**config.mk**
```make
export PLATFORM = sky130hd
export DESIGN_NAME = cfg_chain_loader
export DESIGN_NICKNAME = d
export VERILOG_FILES = /design/src/rtl/cfgld_pkg.sv /design/src/rtl/cfgld_tick.sv /design/src/rtl/cfgld_tx.sv /design/src/rtl/cfgld_cmp.sv /design/src/rtl/cfg_chain_loader.sv
export SDC_FILE = /design/constraint.sdc
export NUM_CORES = 1
export LEC_CHECK = 0
export CORE_ASPECT_RATIO = 1.2
export CORE_MARGIN = 5
export CORE_UTILIZATION = 42
export DETAILED_ROUTE_END_ITERATION = 10
export PLACE_DENSITY_LB_ADDON = 0.25
export SYNTH_ARGS = -nofsm -noshare
export SYNTH_HDL_FRONTEND = slang
export SYNTH_HIERARCHICAL = 1
export SYNTH_SLANG_ARGS = --single-unit
```
**constraint.sdc**
```tcl
create_clock -name clk -period 3.9 [get_ports clk]
set_input_delay 0.78 -clock clk [delete_from_list [all_inputs] [get_ports clk]]
set_output_delay 0.78 -clock clk [all_outputs]
set_load 0.02 [all_outputs]
```
**src/rtl/cfgld_pkg.sv**
```systemverilog
package cfgld_pkg;
  typedef enum logic {ST_IDLE, ST_RUN} ld_state_t;
endpackage

```
**src/rtl/cfgld_tick.sv**
```systemverilog
// Half-period timer: strobes once every `half` system cycles while running.
module cfgld_tick #(
  parameter int DIV_W = 8
) (
  input  logic             clk,
  input  logic             rst,
  input  logic             run,
  input  logic [DIV_W-1:0] half,
  output logic             tgl
);
  logic [DIV_W-1:0] cnt_q;

  assign tgl = run && (cnt_q == half - DIV_W'(1));

  always_ff @(posedge clk) begin
    if (rst || !run)  cnt_q <= '0;
    else if (tgl)     cnt_q <= '0;
    else              cnt_q <= cnt_q + DIV_W'(1);
  end
endmodule

```
**src/rtl/cfgld_tx.sv**
```systemverilog
// Transmit side: holds the latched vector, the bit index and the serial data output.
module cfgld_tx #(
  parameter int VEC_W = 64,
  localparam int CNT_W = $clog2(2*VEC_W+1),
  localparam int IDX_W = $clog2(VEC_W)
) (
  input  logic             clk,
  input  logic             rst,
  input  logic             load,
  input  logic [VEC_W-1:0] vec_in,
  input  logic             adv,
  input  logic             stop,
  output logic             sdo,
  output logic [CNT_W-1:0] idx,
  output logic             last,
  output logic [VEC_W-1:0] vec
);
  logic [CNT_W-1:0] idx_q;
  logic [VEC_W-1:0] vec_q;
  logic             sdo_q;
  logic [IDX_W-1:0] nxt_sel;
  int               pos;

  // bit position inside the vector for the next shift period (second pass wraps)
  always_comb begin
    pos = int'(idx_q) + 1;
    if (pos >= VEC_W) pos = pos - VEC_W;
    nxt_sel = IDX_W'(VEC_W - 1 - pos);
  end

  always_ff @(posedge clk) begin
    if (rst) begin
      idx_q <= '0;
      vec_q <= '0;
      sdo_q <= 1'b0;
    end else if (load) begin
      idx_q <= '0;
      vec_q <= vec_in;
      sdo_q <= vec_in[VEC_W-1];
    end else if (adv) begin
      idx_q <= idx_q + CNT_W'(1);
      sdo_q <= vec_q[nxt_sel];
    end else if (stop) begin
      sdo_q <= 1'b0;
    end
  end

  assign sdo  = sdo_q;
  assign idx  = idx_q;
  assign vec  = vec_q;
  assign last = (idx_q == CNT_W'(2*VEC_W-1));
endmodule

```
**src/rtl/cfgld_cmp.sv**
```systemverilog
// Readback comparator: checks the returning first copy during the second pass.
module cfgld_cmp #(
  parameter int VEC_W = 64,
  localparam int CNT_W = $clog2(2*VEC_W+1),
  localparam int IDX_W = $clog2(VEC_W)
) (
  input  logic             clk,
  input  logic             rst,
  input  logic             clr,
  input  logic             smp,
  input  logic [CNT_W-1:0] idx,
  input  logic [VEC_W-1:0] vec,
  input  logic             sdi,
  output logic             err
);
  logic             err_q;
  logic             win;
  logic [IDX_W-1:0] exp_sel;
  int               e;

  assign win = (idx >= CNT_W'(VEC_W-1)) && (idx <= CNT_W'(2*VEC_W-2));

  always_comb begin
    e = 2*VEC_W - 2 - int'(idx);
    exp_sel = IDX_W'(e);
  end

  always_ff @(posedge clk) begin
    if (rst || clr)                         err_q <= 1'b0;
    else if (smp && win && (sdi != vec[exp_sel])) err_q <= 1'b1;
  end

  assign err = err_q;
endmodule

```
**src/rtl/cfg_chain_loader.sv**
```systemverilog
module cfg_chain_loader
  import cfgld_pkg::*;
#(
  parameter int VEC_W = 64,
  parameter int DIV_W = 8
) (
  input  logic             clk,
  input  logic             rst,
  input  logic             start,
  input  logic [VEC_W-1:0] vec_in,
  input  logic [DIV_W-1:0] half_div,
  input  logic             sdi,
  output logic             sclk,
  output logic             sdo,
  output logic             busy,
  output logic             done,
  output logic             err
);
  localparam int CNT_W = $clog2(2*VEC_W+1);

  ld_state_t        st_q;
  logic [DIV_W-1:0] half_q;
  logic             sclk_q, busy_q, done_q;
  logic             start_ok, tgl, rise, fall, last;
  logic [CNT_W-1:0] bit_idx;
  logic [VEC_W-1:0] vec_q;

  assign start_ok = start && (st_q == ST_IDLE);
  assign rise     = tgl && !sclk_q;
  assign fall     = tgl &&  sclk_q;

  always_ff @(posedge clk) begin
    if (rst) begin
      st_q   <= ST_IDLE;
      half_q <= DIV_W'(1);
      sclk_q <= 1'b0;
      busy_q <= 1'b0;
      done_q <= 1'b0;
    end else begin
      done_q <= 1'b0;
      case (st_q)
        ST_IDLE: if (start) begin
          st_q   <= ST_RUN;
          busy_q <= 1'b1;
          sclk_q <= 1'b0;
          half_q <= (half_div == '0) ? DIV_W'(1) : half_div;
        end
        ST_RUN: begin
          if (rise) sclk_q <= 1'b1;
          if (fall) begin
            sclk_q <= 1'b0;
            if (last) begin
              st_q   <= ST_IDLE;
              busy_q <= 1'b0;
              done_q <= 1'b1;
            end
          end
        end
        default: st_q <= ST_IDLE;
      endcase
    end
  end

  cfgld_tick #(.DIV_W(DIV_W)) u_tick (
    .clk(clk), .rst(rst), .run(st_q == ST_RUN), .half(half_q), .tgl(tgl)
  );

  cfgld_tx #(.VEC_W(VEC_W)) u_tx (
    .clk(clk), .rst(rst), .load(start_ok), .vec_in(vec_in),
    .adv(fall && !last), .stop(fall && last),
    .sdo(sdo), .idx(bit_idx), .last(last), .vec(vec_q)
  );

  cfgld_cmp #(.VEC_W(VEC_W)) u_cmp (
    .clk(clk), .rst(rst), .clr(start_ok), .smp(fall),
    .idx(bit_idx), .vec(vec_q), .sdi(sdi), .err(err)
  );

  assign sclk = sclk_q;
  assign busy = busy_q;
  assign done = done_q;
endmodule

```
# ---- After elaboration in Yosys (flattened, before gate mapping)
# Index checks and enable logic that the tools add are counted.
dict set report classes {
  add_sub_neg 7
  order_cmp 5
  n_eq_ne 7
  mux 22
  bitwise 2
  n_reduce_logical 22
}
# op n
set op_table {}
lappend op_table {{$add 8x1->8 const B} 2}
lappend op_table {{$mux 1} 15}
lappend op_table {{$lt 6x7->1 const B} 2}
lappend op_table {{$bmux 1 s6} 2}
lappend op_table {{$add 8x1->9 const B} 1}
lappend op_table {{$ge 9x7->1 const B} 1}
lappend op_table {{$logic_and 1x1->1} 9}
lappend op_table {{$eq 8x7->1 const B} 1}
lappend op_table {{$eq 8x8->1} 1}
lappend op_table {{$ge 8x6->1 const B} 1}
lappend op_table {{$le 8x7->1 const B} 1}
lappend op_table {{$logic_not 8->1} 1}
lappend op_table {{$mux 8} 1}
lappend op_table {{$sub 8x1->8 const B} 1}
lappend op_table {{$mux 6} 1}
lappend op_table {{$pmux 1 s2} 3}
lappend op_table {{$sub 1x6->6 const A} 1}
lappend op_table {{$sub 6x1->6 const B} 1}
lappend op_table {{$sub 6x6->6 const A} 1}
lappend op_table {{$ne 2x1->1 const B} 2}
lappend op_table {{$reduce_and 2->1} 2}
lappend op_table {{$reduce_or 2->1} 2}
lappend op_table {{$logic_not 1->1} 3}
lappend op_table {{$ne 3x1->1 const B} 1}
lappend op_table {{other kinds (7)} 9}
dict set report word_totals {
  register_bits 94
  input_bits 76
  wordCells 75
}

# ---- Logic depth before layout (Yosys ltp)
dict set report depth {
  depth_word 8
  depth_mapped 15
  depth_no_buf 14
}

# ---- Modules after synthesis
# The synthesis kept the hierarchy.
# mod n_inst cells_each area_per_inst_um2
set modules_own_cells {}
lappend modules_own_cells {cfgld_tx 1 310 3279.4}
lappend modules_own_cells {cfgld_cmp 1 79 869.6}
lappend modules_own_cells {cfgld_tick 1 66 580.6}
lappend modules_own_cells {cfg_chain_loader 1 56 524.3}

# ---- Worst setup path before layout
# No wires, ideal clock.
dict set report synth_path {
  kind {reg2reg}
  startpoint {register half_q[0]}
  endpoint {register u_tx.idx_q[7] (netlist: u_tx/idx[7])}
  arrival_time_ns 2.801
  slack_ns 0.975
  path_stages_with_launch 16
  n_path_buf 1
  synth_period_minus_slack_ns 2.925
  cell_sequence {dfxtp_1 > inv_1 > ha_1 > xnor2_1 > a21oi_1 > o2111ai_1 > nor4_4 > and2_1 > and2_1 > nor2b_1 > clkbuf_1 > nand2_1 > nor2_1 > nand3_1 > xor2_1 > nor2_1}
}
dict set report synth_via {
  elab_chain_len 5
}
# element line
set synth_lines {}
lappend synth_lines {{start: declaration} cfg_chain_loader.sv:22} ;# logic [DIV_W-1:0] half_q;
lappend synth_lines {{start signal: assignment} cfg_chain_loader.sv:46} ;# half_q <= (half_div == '0) ? DIV_W'(1) : half_div;
lappend synth_lines {{$sub 8x1->8} cfgld_tick.sv:13} ;# assign tgl = run && (cnt_q == half - DIV_W'(1));
lappend synth_lines {{$eq 8x8->1} cfgld_tick.sv:13}
lappend synth_lines {{$logic_and 1x1->1} cfgld_tick.sv:13}
lappend synth_lines {{via tgl} cfg_chain_loader.sv:24} ;# logic start_ok, tgl, rise, fall, last;
lappend synth_lines {{$logic_and 1x1->1} cfg_chain_loader.sv:30} ;# assign fall = tgl && sclk_q;
lappend synth_lines {{via fall} cfg_chain_loader.sv:24}
lappend synth_lines {{$logic_and 1x1->1} cfg_chain_loader.sv:70} ;# .adv(fall && !last), .stop(fall && last),
lappend synth_lines {{end signal: assignment} cfgld_tx.sv:41} ;# idx_q <= idx_q + CNT_W'(1);
lappend synth_lines {{end: declaration} cfgld_tx.sv:18} ;# logic [CNT_W-1:0] idx_q;
# The timed path passes the listed nets, and every way through them passes these cells.
# A chain may end at the register's enable or synchronous reset.

# ---- Worst setup path after layout
dict set report layout_path {
  startpoint {register half_q[0]}
  endpoint {register u_tx.idx_q[6] (netlist: u_tx/idx[6])}
}
# Same word-level chain as after synthesis.

==> flow_summary.toml <==
[status]
outcome = "finished clean"

[synthesis]
synth_top_family_by_area = "multiplexers"
avgSynthCellArea_um2 = 10.3
yosysTopAreaCell = "dfxtp_1"
syn_inst = 511
synth_warnings = 6
async_flop_share_pct = 0
synth-compound-area-share_pct = 7.60
yosys_most_used_dff = "dfxtp_1"
synth_edf_count = 0
synth_cell_types = 59
synth_mux_area_share_pct = 29.2
synth_area_leaders = "dfxtp_1 (36%), mux2i_1 (14%), mux4_2 (12%), nor2_1 (5.8%), xnor2_1 (3.2%)"
syn_area_mm2 = 0.00525
yosysTopAreaCellShare_pct = 35.8
ys_ff_latch = 94
syn-num-nets = 592
synthAdderAreaFrac_pct = 1.19
seq_area_frac_synth_pct = 35.8
yosys.area_share.xor_xnor_pct = 5.53
synthSimpleGateAreaFrac_pct = 16.7

[global_route]
grt_max_degree = 80
grt_pass1_wl_um = 21200
grt_pass1_vias = 4105
grt-ovfl-total = 0
antenna_found_initial = 0
grt_usage_pct = 17.4

[final_layout]
regArea_mm2 = 0.00188
num_antenna_cells = 0
fillers = 1096
final_util_pct = 52.7
multiInputGateArea_mm2 = 0.00316
drive_above_1_share_pct = 13.1
nets = 656
area_delta_synth_final_pct = 22.1

[timing]
max_freq_mhz = 321
rsz0062_at_grt = "false"
timing.final.crit_share_pct = 79.9
worst_pin_slew_ns = 0.691
hold_viol_final = 0
min_period_ns = 3.11
setup_tns_ns = 0
max-slew-margin-rel_pct = 53.9
drv_slew = 0
setup_viol = 0
clock_skew_ns = 0.00400

[pwr]
design_power_total_uw = 2190
ir_worst_vdd_mv = 0.280
powerDensity_mw_per_mm2 = 341
power_leakage_uw = 0.00236

[worst_setup_path]
worstReg2RegStart = "half_q[0]"
cp_max_fo = 9
crit_type = "flop to flop"
critPathLaunchType = "flop"
reg2regPathDepth = 13
cp-end-kind = "flop"
cp_num_cells = 13
worstSetupEndpoint = "u_tx/idx[6]"
path_cells = "inv_1, ha_1, xnor2_1, a21oi_1, o2111ai_1, nor4_4, and2_1, and2_1, nor2b_1, buf_4, nand4_1, or3_1, a21oi_1"
crit_family = "simple AND/OR/NAND/NOR gates"
arrival_ns = 3.39
max_stage_delay_ns = 0.47
worstPathRequired_ns = 4.18
startpoint = "half_q[0]"
reg2reg_slack_ns = 0.79
r2r-end = "u_tx/idx[6]"
cp_num_buf_inv = 2
crit_path_top_delay_cell = "dfxtp_1"

[routing]
num_vias = 4192
routed_wl_um = 12700
antenna_left = 0
first_pass_iters = 5
drc = 0
viasPerCell = 5.66
drt_iter0_drc = 238
wire_per_inst_um = 17.2

[die]
core-area_mm2 = 0.0122
rows = 44
ios = 81
die_y_um = 133
die_x_um = 112
initial_core_util_pct = 43.2
design.die.area_mm2 = 0.0149

[clock_network]
post_cts_buffers = 0
numCtsBuffers = 9
worst_skew_pair.late_latency_ns = 0.34
cts.repair.resized = 0
cts_tree = "built"
clock_path_buffers = 2
clkSinkCount = 94
hold_buffers = 0
cts.clk_slew.worst_paths_ns = 0.06
cts-root-buf = "clkbuf_16"
h-tree-depth = 3

[job]
max-cap-violations = 0

[placement]
gp_congestion = 0.856
numPortBuffers = 80
dp_hpwl_um = 9310

[min_path]
hp-class = "flop to flop"
through the flow:
| stage | setup slack, ns | hold WS, ns | instances | area (um2) |
|---|---|---|---|---|
| after floorplan | 0.975 | 0.456 | 511 | 5250 |
| after global placement | 0.889 | 0.478 | 725 | 6130 |
| after detailed placement | 0.788 | 0.491 | 725 | 6130 |
| after CTS | 0.765 | 0.500 | 741 | 6410 |
| after global routing | 0.424 | 0.515 | 741 | 6410 |
| final | 0.785 | 0.492 | 741 | 6410 |
sequential cells by signal (all words and copies together), names as in the netlist:
register      cells
busy              1
u_tx/sdo          1
u_tx/idx          8
u_cmp/err         1
half_q            8
u_tick/cnt_q      8
st_q              1
u_tx/vec         64
sclk              1
done              1
routing by layer:
metal | GRT usage, % | up-vias | part of all wire, %
li1 | - | 1994 | -
met3 | 4.43 | 24 | 4.9
met4 | 5.61 | 0 | 2.1
met1 | 22.1 | 2028 | 43
met2 | 29.0 | 146 | 50
met5 | 0 | - | 0
how the worst min path moves through the flow:
stage | startpoint | to | cells past startpoint
global placement | half_q[7] | half_q[7] | 2
finish | u_tick/cnt_q[0] | u_tick/cnt_q[0] | 1
CTS | u_tick/cnt_q[0] | u_tick/cnt_q[0] | 1
floorplan | u_tick/cnt_q[0] | u_tick/cnt_q[0] | 1
global route | u_tick/cnt_q[0] | u_tick/cnt_q[0] | 1
detailed placement | u_tick/cnt_q[0] | u_tick/cnt_q[0] | 1
area by class of cell:
cell class,instances,share of cell area (%)
inverter,7,0.527
clock buffer,11,3.94
sequential,94,29.4
clock inverter,5,0.527
multi-input combinational,376,49.3
timing repair buffer,87,13.2
tap,161,3.14
Yosys cell counts (6+ instances only):
library cell  number
mux2i_1           76
nor2_1            81
a21oi_2            9
a211oi_1           9
dfxtp_1           94
nor3_1             8
buf_2              6
nand2_1           29
and3_1             8
xnor2_1           19
mux4_2            27
nand3_1            8
o21ai_0           11
inv_1              6
buf_1              8
xor2_1            11
clkbuf_1          15
cells by family after synthesis:
group | Yosys count
fa+ha+maj | 5
xor+xnor | 31
simple gates | 175
mux | 111
flops | 94
buf+inv | 41
compound gates | 54
cells in the final DEF, fill, tap and decap left out, types with 4 or more instances in the layout:
cell type        Yosys  layout
dfxtp_1             94      93
nor3_1               8       8
o21ai_0             11      11
a211oi_1             9       9
clkbuf_16            0       9
xor2_1              11      11
mux2i_1             76      76
clkdlybuf4s50_1      0      79
o2111ai_1            4       4
nor2_1              81      81
a21oi_2              9       9
inv_1                6       6
nand2_1             29      29
mux4_1               5       5
and3_1               8       8
nand4_1              5       5
ha_1                 5       5
xnor2_1             19      19
nand2b_1             4       4
mux4_2              27      27
nand3_1              8       8
a21oi_1              4       4
nand3b_1             5       5
buf_4                2       7
o32ai_1              4       4
where the power goes:
group          switching, uW  internal, uW
combinational            126           167
sequential              43.2          1010
clock                    376           466
total                    545          1640
No activity file was read; power rests on OpenSTA's default activity.
